## config.mk

```make
export PLATFORM = sky130hd
export DESIGN_NAME = reg_partition_alloc
export DESIGN_NICKNAME = d
export VERILOG_FILES = /design/src/rtl/reg_partition_alloc.sv
export SDC_FILE = /design/constraint.sdc
export NUM_CORES = 2
export LEC_CHECK = 0
export BUFFER_PORTS_ARGS = -buffer_cell sky130_fd_sc_hd__buf_2
export CORE_MARGIN = 3
export CORE_UTILIZATION = 40
export DETAILED_ROUTE_END_ITERATION = 10
export PLACE_DENSITY = 0.61
export REMOVE_ABC_BUFFERS = 1
export SLEW_MARGIN = 5
export SYNTH_ARGS = -nofsm -noshare
export SYNTH_HDL_FRONTEND = slang
export SYNTH_SLANG_ARGS = --single-unit
```

## constraint.sdc

```tcl
create_clock -name clk -period 60.7 [get_ports clk]
set_input_delay 3.035 -clock clk [delete_from_list [all_inputs] [get_ports clk]]
set_output_delay 3.035 -clock clk [all_outputs]
set_load 0.01 [all_outputs]
```

## src/rtl/reg_partition_alloc.sv

```systemverilog
module reg_partition_alloc #(
  parameter int NUM_LANES    = 8,
  parameter int LANE_ROWS    = 1024,
  parameter int WARP         = 32,
  parameter int MAX_BLOCKS   = 8,
  parameter int MAX_THREADS  = 512,
  parameter int MAX_REGS     = 64,
  parameter int LANE_THREADS = 64,
  localparam int TW = $clog2(MAX_THREADS) + 1,
  localparam int XW = $clog2(MAX_THREADS),
  localparam int RW = $clog2(MAX_REGS) + 1,
  localparam int AW = $clog2(LANE_ROWS),
  localparam int IW = $clog2(MAX_BLOCKS),
  localparam int LW = $clog2(NUM_LANES)
) (
  input  logic          clk,
  input  logic          rst_n,
  input  logic          req_valid,
  output logic          req_ready,
  input  logic [TW-1:0] req_threads,
  input  logic [RW-1:0] req_regs,
  output logic          grant,
  output logic          reject,
  output logic          reg_err,
  output logic [AW-1:0] grant_base,
  output logic [IW-1:0] grant_id,
  input  logic          rel_valid,
  input  logic [IW-1:0] rel_id,
  output logic          busy,
  input  logic [IW-1:0] map_id,
  input  logic [XW-1:0] map_tid,
  input  logic [RW-2:0] map_reg,
  output logic [LW-1:0] map_lane,
  output logic [AW-1:0] map_row
);
  localparam int Q  = WARP / NUM_LANES;
  localparam int QB = $clog2(Q);
  localparam int WB = $clog2(WARP);
  localparam int NW = AW + RW + 3;
  localparam int PW = TW + RW + 2;
  localparam int FW = AW + 1;

  logic [MAX_BLOCKS-1:0] vld;
  logic [AW-1:0] base_q [MAX_BLOCKS];
  logic [FW-1:0] size_q [MAX_BLOCKS];
  logic [TW-1:0] slot_q [MAX_BLOCKS];
  logic [RW-1:0] regs_q [MAX_BLOCKS];
  logic [FW-1:0] free_rows;
  logic [TW-1:0] used_slots;
  logic          busy_q;
  logic [FW-1:0] pend_size;
  logic [TW-1:0] pend_slots;

  logic [TW-1:0] n_warps, n_rem, req_slots;
  logic [NW-1:0] need;
  logic [PW-1:0] prod;
  logic          regs_ok, thr_ok, fit_ok, id_ok, lane_ok, pool_ok, ok, fire, rel_fire;
  logic [NW-1:0] fit_at;
  logic [IW-1:0] free_id;
  logic [NW-1:0] ends [MAX_BLOCKS+1];
  logic [MAX_BLOCKS:0] cvld;

  assign n_warps   = req_threads >> WB;
  assign n_rem     = req_threads & TW'(WARP - 1);
  assign req_slots = n_warps * TW'(Q) + ((n_rem > TW'(Q)) ? TW'(Q) : n_rem);
  assign need      = NW'(req_slots) * NW'(req_regs);
  assign prod      = PW'(req_threads) * PW'(req_regs);

  assign regs_ok = (req_regs != '0) && (req_regs <= RW'(MAX_REGS));
  assign thr_ok  = (req_threads != '0) && (req_threads <= TW'(MAX_THREADS));
  assign lane_ok = (TW'(used_slots + req_slots) <= TW'(LANE_THREADS)) && (req_slots <= TW'(LANE_THREADS));
  assign pool_ok = prod <= PW'(free_rows) * PW'(NUM_LANES);

  assign ends[0] = '0;
  assign cvld[0] = 1'b1;
  for (genvar g = 0; g < MAX_BLOCKS; g++) begin : g_ends
    assign ends[g+1] = NW'(base_q[g]) + NW'(size_q[g]);
    assign cvld[g+1] = vld[g];
  end

  always_comb begin
    logic [NW-1:0] cand;
    logic          good;
    fit_ok = 1'b0;
    fit_at = '0;
    for (int k = 0; k <= MAX_BLOCKS; k++) begin
      cand = ends[k];
      good = cvld[k] && (cand + need <= NW'(LANE_ROWS));
      for (int j = 0; j < MAX_BLOCKS; j++)
        if (vld[j] && (cand < ends[j+1]) && (cand + need > NW'(base_q[j])))
          good = 1'b0;
      if (good && (!fit_ok || cand < fit_at)) begin
        fit_ok = 1'b1;
        fit_at = cand;
      end
    end
  end

  always_comb begin
    free_id = '0;
    id_ok   = 1'b0;
    for (int i = MAX_BLOCKS - 1; i >= 0; i--)
      if (!vld[i]) begin
        free_id = IW'(i);
        id_ok   = 1'b1;
      end
  end

  assign req_ready  = !busy_q && !rel_valid;
  assign fire       = req_valid && req_ready;
  assign ok         = regs_ok && thr_ok && lane_ok && pool_ok && fit_ok && id_ok;
  assign grant      = fire && ok;
  assign reject     = fire && !ok;
  assign reg_err    = fire && !regs_ok;
  assign grant_base = fit_at[AW-1:0];
  assign grant_id   = free_id;
  assign rel_fire   = rel_valid && !busy_q && vld[rel_id];
  assign busy       = busy_q;

  always_ff @(posedge clk) begin
    if (!rst_n) begin
      vld        <= '0;
      free_rows  <= FW'(LANE_ROWS);
      used_slots <= '0;
      busy_q     <= 1'b0;
      pend_size  <= '0;
      pend_slots <= '0;
      for (int i = 0; i < MAX_BLOCKS; i++) begin
        base_q[i] <= '0;
        size_q[i] <= '0;
        slot_q[i] <= '0;
        regs_q[i] <= '0;
      end
    end else begin
      if (grant) begin
        vld[free_id]    <= 1'b1;
        base_q[free_id] <= fit_at[AW-1:0];
        size_q[free_id] <= need[FW-1:0];
        slot_q[free_id] <= req_slots;
        regs_q[free_id] <= req_regs;
        free_rows       <= free_rows - need[FW-1:0];
        used_slots      <= used_slots + req_slots;
      end
      if (rel_fire) begin
        vld[rel_id] <= 1'b0;
        busy_q      <= 1'b1;
        pend_size   <= size_q[rel_id];
        pend_slots  <= slot_q[rel_id];
      end
      if (busy_q) begin
        busy_q     <= 1'b0;
        free_rows  <= free_rows + pend_size;
        used_slots <= used_slots - pend_slots;
      end
    end
  end

  logic [NW-1:0] map_slot, map_full;
  assign map_slot = NW'(map_tid >> WB) * NW'(Q) + NW'(map_tid[QB-1:0]);
  assign map_full = NW'(base_q[map_id]) + map_slot * NW'(regs_q[map_id]) + NW'(map_reg);
  assign map_lane = map_tid[QB +: LW];
  assign map_row  = map_full[AW-1:0];
endmodule

```

# Word level (Yosys, flattened, before mapping)
# Memories as Yosys holds them, arrays and structs flattened. A register that Yosys moved wholly into a read port is not among the register bits.
# Index checks and enable logic that the tools add are counted.
[op_classes] n_addsub=24 multipliers=3 order_cmp=171 mux=136 bitwise=4 n_reduce_logical=207
[op_table] operator="greater-than comparator 20 x 10 -> 1 bit" n=56
[op_table] operator="< comparator 12 bit" n=64
[op_table] operator="logical AND 1 bit" n=177
[op_table] operator="<= comparator 20 x 11 -> 1 bit (second input constant)" n=8
[op_table] operator="< comparator 12 x 20 -> 1 bit" n=7
[op_table] operator="adder 12 x 15 -> 16 bit" n=8
[op_table] operator="greater-than comparator 16 x 10 -> 1 bit" n=8
[op_table] operator="greater-than comparator 15 x 10 -> 1 bit" n=8
[op_table] operator="two-way mux 20 bit" n=6
[op_table] operator="two-way mux 1 bit" n=101
[op_table] operator="adder 10 x 11 -> 12 bit" n=8
[op_table] operator="< comparator 1 x 12 -> 1 bit (first input constant)" n=8
[op_table] operator="two-way mux 10 bit" n=4
[op_table] operator="two-way mux 3 bit" n=12
[op_table] operator="two-way mux 11 bit" n=3
[op_table] operator="two-way mux 8 bit" n=4
[op_table] operator="<= comparator 17 x 14 -> 1 bit" n=1
[op_table] operator="multiplier 10 x 7 -> 17 bit" n=1
[op_table] operator="<= comparator 15 x 11 -> 1 bit (second input constant)" n=1
[op_table] operator="multiplier 8 x 7 -> 15 bit" n=1
[op_table] operator="zero test 1 bit" n=14
[op_table] operator="< comparator 12 x 1 -> 1 bit (second input constant)" n=1
[op_table] operator="two-way mux 12 bit" n=1
[op_table] operator="adder 11 bit" n=1
[op_table] operator="32 further kinds" n=42
[word_totals] register_bits=40 mem_bits_rw=288 input_bits=42 output_inout_bits=31 wordCells=554 mem_count=4
[mem_list] name="size_q" words=8 width=11 rd=9 rd_ports_with_merged_regs=1 wr=8 line_no="45" source="logic [FW-1:0] size_q [MAX_BLOCKS];"
[mem_list] name="base_q" words=8 width=10 rd=9 rd_ports_with_merged_regs=0 wr=8 line_no="44" source="logic [AW-1:0] base_q [MAX_BLOCKS];"
[mem_list] name="slot_q" words=8 width=8 rd=1 rd_ports_with_merged_regs=1 wr=8 line_no="46" source="logic [TW-1:0] slot_q [MAX_BLOCKS];"
[mem_list] name="regs_q" words=8 width=7 rd=1 rd_ports_with_merged_regs=0 wr=8 line_no="47" source="logic [RW-1:0] regs_q [MAX_BLOCKS];"

# Logic depth before layout (Yosys ltp)
[depth] depth_word=55 mapped_depth=134 mapped_depth_nobuf=123

# Least setup slack after synthesis
# OpenSTA, ideal clock, no wires.
[synth_path] path_kind="input-to-output" start="input req_threads[4]" end="output grant_base[0]" arrival_time_ps=26512 required_time_ps=57665 setup_slack_ps=31153 stages=126 n_path_buf=11 path_cell_list="clkbuf_1 nor3_1 inv_1 ha_1 a21o_1 a21oi_1 xor2_1 clkbuf_1 nor2_1 fa_1 fa_1 inv_1 fa_1 fa_1 inv_1 ha_1 xor2_1 inv_1 [... 90 more ...] and2_1 o21bai_2 buf_4 mux2_2 ha_1 nor2b_1 o21ai_0 nand2b_1 a21oi_1 nor2b_1 o21ai_0 nand2b_1 a21oi_1 o21ai_0 a21oi_1 buf_2 mux2_2 inv_1"
[synth_via] elab_chain_len=47
[synth_rtl] element="from (decl)" line_no="20" source="input logic [TW-1:0] req_threads,"
[synth_rtl] element="greater-than comparator 5 x 3 -> 1 bit" line_no="65" source="assign req_slots = n_warps * TW'(Q) + ((n_rem > TW'(Q)) ? TW'(Q) : n_rem);"
[synth_rtl] element="two-way mux 5 bit *" line_no="65"
[synth_rtl] element="adder 7 x 5 -> 8 bit *" line_no="65"
[synth_rtl] element="multiplier 8 x 7 -> 15 bit *" line_no="66" source="assign need = NW'(req_slots) * NW'(req_regs);"
[synth_rtl] element="named net need[6]" line_no="55" source="logic [NW-1:0] need;"
[synth_rtl] element="branches (longest 42 deep; another with <= comparator 20 x 11 -> 1 bit)"
[synth_rtl] element="two-way mux 10 bit *" line_no="92" source="if (good && (!fit_ok || cand < fit_at)) begin"
[synth_rtl] element="to (decl)" line_no="25" source="output logic [AW-1:0] grant_base,"
# Mark *: on every way through the listed nets, which the timed path passes.

# Final worst setup path
[layout_path] start="input req_threads[3]" end="output grant_base[0]"
# The elaborated chain is that of the path after synthesis.

==> metrics.txt <==
# TYPE chip_impl_metric gauge
chip_impl_metric{name="layout-drive-gt1-share",unit="%"} 10.2
chip_impl_metric{name="timing.critical_path.required",unit="ps"} 57670
chip_impl_metric{name="area_of_the_placeable_core",unit="um^2"} 136000
chip_impl_metric{name="grt_start_max_net_pins",unit=""} 42
chip_impl_metric{name="period_share",unit="%"} 57.4
chip_impl_info{name="critical_path.startpoint_type",value="input port"} 1
chip_impl_metric{name="die_area",unit="um^2"} 143000
chip_impl_metric{name="place_hpwl",unit="um"} 230000
chip_impl_info{name="ys.flop_type",value="sky130_fd_sc_hd__edfxtp_1"} 1
chip_impl_metric{name="cts_made_buffers",unit=""} 30
chip_impl_metric{name="achievable-frequency",unit="MHz"} 28.7
chip_impl_metric{name="die_x",unit="um"} 378
chip_impl_info{name="critPathSlowestCell",value="sky130_fd_sc_hd__xor2_1"} 1
chip_impl_metric{name="total_leakage_power",unit="nW"} 27.4
chip_impl_info{name="outcome",value="finished, final reports clean"} 1
chip_impl_metric{name="post_synth.cell_area_avg",unit="um^2"} 8.99
chip_impl_metric{name="clock_buffer_depth",unit=""} 3
chip_impl_metric{name="layout.core_utilization",unit="%"} 44.7
chip_impl_metric{name="synth_register_bits",unit=""} 337
chip_impl_metric{name="globalRoute.totalOverflow",unit=""} 0
chip_impl_metric{name="routed_wl",unit="um"} 301000
chip_impl_metric{name="critical_path.max_fanout",unit=""} 20
chip_impl_metric{name="maxCapViolCount",unit=""} 0
chip_impl_metric{name="ant_nets",unit=""} 0
chip_impl_metric{name="die_height",unit="um"} 378
chip_impl_metric{name="cts.hold.buffers_added",unit=""} 0
chip_impl_info{name="critical_path.top_delay_family",value="compound AO/OA/AOI/OAI gates"} 1
chip_impl_metric{name="drt_first_pass_iters",unit=""} 8
chip_impl_metric{name="critical_path.n_buffers_inverters",unit=""} 14
chip_impl_metric{name="finalHoldViolations",unit=""} 0
chip_impl_metric{name="worstSkewPairLatency",unit="ps"} 610
chip_impl_metric{name="routabilityCongestion",unit=""} 1.07
chip_impl_metric{name="min_period",unit="ps"} 34840
chip_impl_metric{name="globalRouteTotalUtil",unit="%"} 41.1
chip_impl_metric{name="seq_area_frac_synth",unit="%"} 17.4
chip_impl_metric{name="yosys_warnings",unit=""} 0
chip_impl_info{name="rsz0062_at_grt",value="false"} 1
chip_impl_metric{name="row_count",unit=""} 135
chip_impl_metric{name="timing.slew.headroom",unit="%"} 9.33
chip_impl_info{name="cts_tree",value="done"} 1
chip_impl_metric{name="netlist-cell-type-count",unit=""} 114
chip_impl_metric{name="vias_per_cell",unit=""} 6.62
chip_impl_metric{name="floorplan.io_pins",unit=""} 73
chip_impl_metric{name="cts_resized",unit=""} 0
chip_impl_metric{name="grt_antenna_before_repair",unit=""} 30
chip_impl_metric{name="finalSetupViolations",unit=""} 0
chip_impl_metric{name="synth_edf_count",unit=""} 288
chip_impl_metric{name="clock_sink_count",unit=""} 337
chip_impl_metric{name="syn_inst",unit=""} 6164
chip_impl_metric{name="post_cts.repair.setup_buffers",unit=""} 0
chip_impl_metric{name="routed-via-count",unit=""} 54700
chip_impl_info{name="worst_setup_path_end_kind",value="primary output"} 1
chip_impl_metric{name="worstPathArrival",unit="ps"} 31800
chip_impl_metric{name="wire_per_inst",unit="um"} 36.4
chip_impl_metric{name="synth.cell_area",unit="um^2"} 55400
chip_impl_metric{name="finClkSkew",unit="ps"} 36.4
chip_impl_metric{name="tightest_slew",unit="ps"} 1340
chip_impl_metric{name="htree_levels",unit=""} 1
chip_impl_metric{name="grt_pass1_vias",unit=""} 51400
chip_impl_metric{name="layout-area-overhead-vs-synth",unit="%"} 10.0
chip_impl_metric{name="floorplan.initialDensity",unit="%"} 40.6
chip_impl_metric{name="timing_max_transition_violations_final",unit=""} 0
chip_impl_metric{name="placement.io_buffers",unit=""} 66
chip_impl_info{name="clk_root_buffer_cell",value="sky130_fd_sc_hd__clkbuf_16"} 1
chip_impl_metric{name="cp_slowest_stage_delay",unit="ps"} 980
chip_impl_metric{name="grt_pass1_wl",unit="um"} 409000
chip_impl_info{name="critical_path_start_end_classification",value="input port to primary output"} 1
chip_impl_metric{name="async_reset_ff_share",unit="%"} 0
chip_impl_info{name="layout_common_cells",value="sky130_fd_sc_hd__ha_1, sky130_fd_sc_hd__nor2_1, sky130_fd_sc_hd__inv_1"} 1
chip_impl_metric{name="drc",unit=""} 0
chip_impl_metric{name="power_density",unit="nW/um^2"} 56.5
chip_impl_metric{name="clk_pin_slew_worst_paths",unit="ps"} 70
chip_impl_metric{name="initialDrtViolationCount",unit=""} 6374
chip_impl_metric{name="post_route_setup_tns",unit="ps"} 0
chip_impl_metric{name="layout.nets",unit=""} 7926
chip_impl_info{name="worst_hold_path_type",value="flip-flop to flip-flop"} 1
chip_impl_info{name="layout_commonest_cell",value="sky130_fd_sc_hd__ha_1"} 1
chip_impl_metric{name="worst_ir_drop_vdd",unit="mV"} 0.0397
[stage by stage]
step | hold slack, ps | instances | power [W] | area [um^2] | setup WS [ps]
floorplan | 448 | 6022 | 0.00213 | 54800 | 29650
global placement | 479 | 8180 | 0.00311 | 59900 | 26590
detailed placement | 474 | 8180 | 0.00315 | 59900 | 26320
CTS | 486 | 8236 | 0.00335 | 60900 | 26240
global route | 510 | 8237 | 0.00371 | 60900 | 23870
finish | 489 | 8255 | 0.00345 | 61000 | 25860
[cell families (layout without fill, tap and decap cells)]
kind of cell	after synthesis	in the layout	synth area share, %
and+or+nand+nor	1805	1805	16.3
other	1	30	0.00677
buffers and inverters	594	875	4.17
xor gates and xnor gates	212	212	3.41
adders and majority gates	1474	1474	34.8
DFF	337	337	17.4
muxes	175	175	5.02
AOI/OAI and AO/OA	1566	1566	18.9
[state kept, by name (all words and copies together), names as in the netlist]
register,count
base_q,80
busy,1
free_rows,11
pend_size,11
pend_slots,8
regs_q,56
size_q,88
slot_q,64
used_slots,10
vld,8
[Yosys cell counts (all sizes together), types with 14 or more instances]
cell type,number,area [um^2]
o22ai,15,93.8
a221oi,14,123
nand2b,81,507
and4,20,178
mux2i,51,523
a31oi,43,269
mux2,50,593
nand3,111,561
o21bai,42,319
o41ai,15,131
edfxtp,288,8650
a211oi,86,681
or3,38,238
mux4,74,1670
xnor2,155,1380
fa,120,2400
nand4,217,1360
and2,51,320
nor2b,150,938
o21a,147,1100
nand2,329,1240
buf,48,258
nor4,32,215
o211ai,68,521
inv,438,1650
or2,22,138
a21o,200,1500
o31ai,40,300
maj3,21,211
xor2,56,490
nor3,114,576
a311oi,14,123
or4,25,188
nor2,553,2080
a2111oi,20,219
a21oi,402,2020
dfxtp,49,981
a211o,26,228
and3,27,169
o2111ai,17,155
o21ai,283,1420
ha,1333,16700
clkbuf,104,392
[metal layers]
layer	GRT usage (%)	share of wire [%]	vias up
li1	-	-	23800
met1	51.6	39	26500
met2	60.1	41	3389
met3	11.0	11	925
met4	30.4	9.2	4
met5	0	0.0083	-
[where the power goes]
| part | switching (W) | internal, W | total, W |
|---|---|---|---|
| Clock | 0.0000911 | 0.000103 | 0.000194 |
| Combinational | 0.00186 | 0.00113 | 0.00298 |
| Sequential | 0.0000101 | 0.000258 | 0.000268 |
[worst register-to-register path, delay by kind of cell (launching register included)]
kind                       cells  cell delay, ps
adders and majority gates     11            3650
DFF                            1             500
muxes                          6            2360
and+or+nand+nor               30            3910
buffers and inverters          9            2250
AOI/OAI and AO/OA             57           11980
xor gates and xnor gates       2             270
[area by class of cell]
| cell class | count | area [um^2] |
|---|---|---|
| fill | 13500 | 75500 |
| multi-input combinational | 5243 | 43800 |
| sequential | 337 | 9630 |
| timing repair buffer | 377 | 2670 |
| tap | 1781 | 2230 |
| inverter | 442 | 1660 |
| clock buffer | 39 | 805 |
| clock inverter | 17 | 155 |
| antenna | 19 | 47.5 |
[path summary, 6_finish.rpt]
path	startpoint	to	slack (ps)	depth (start not counted)
worst min register to register	used_slots[9]	used_slots[9]	490	1
worst max-delay path	req_threads[3]	grant_base[0]	25860	122
worst max register to register	base_q[0][0]	base_q[1][1]	35430	115
worst min-delay path	used_slots[9]	used_slots[9]	490	1
No activity file was read; power rests on OpenSTA's default activity.
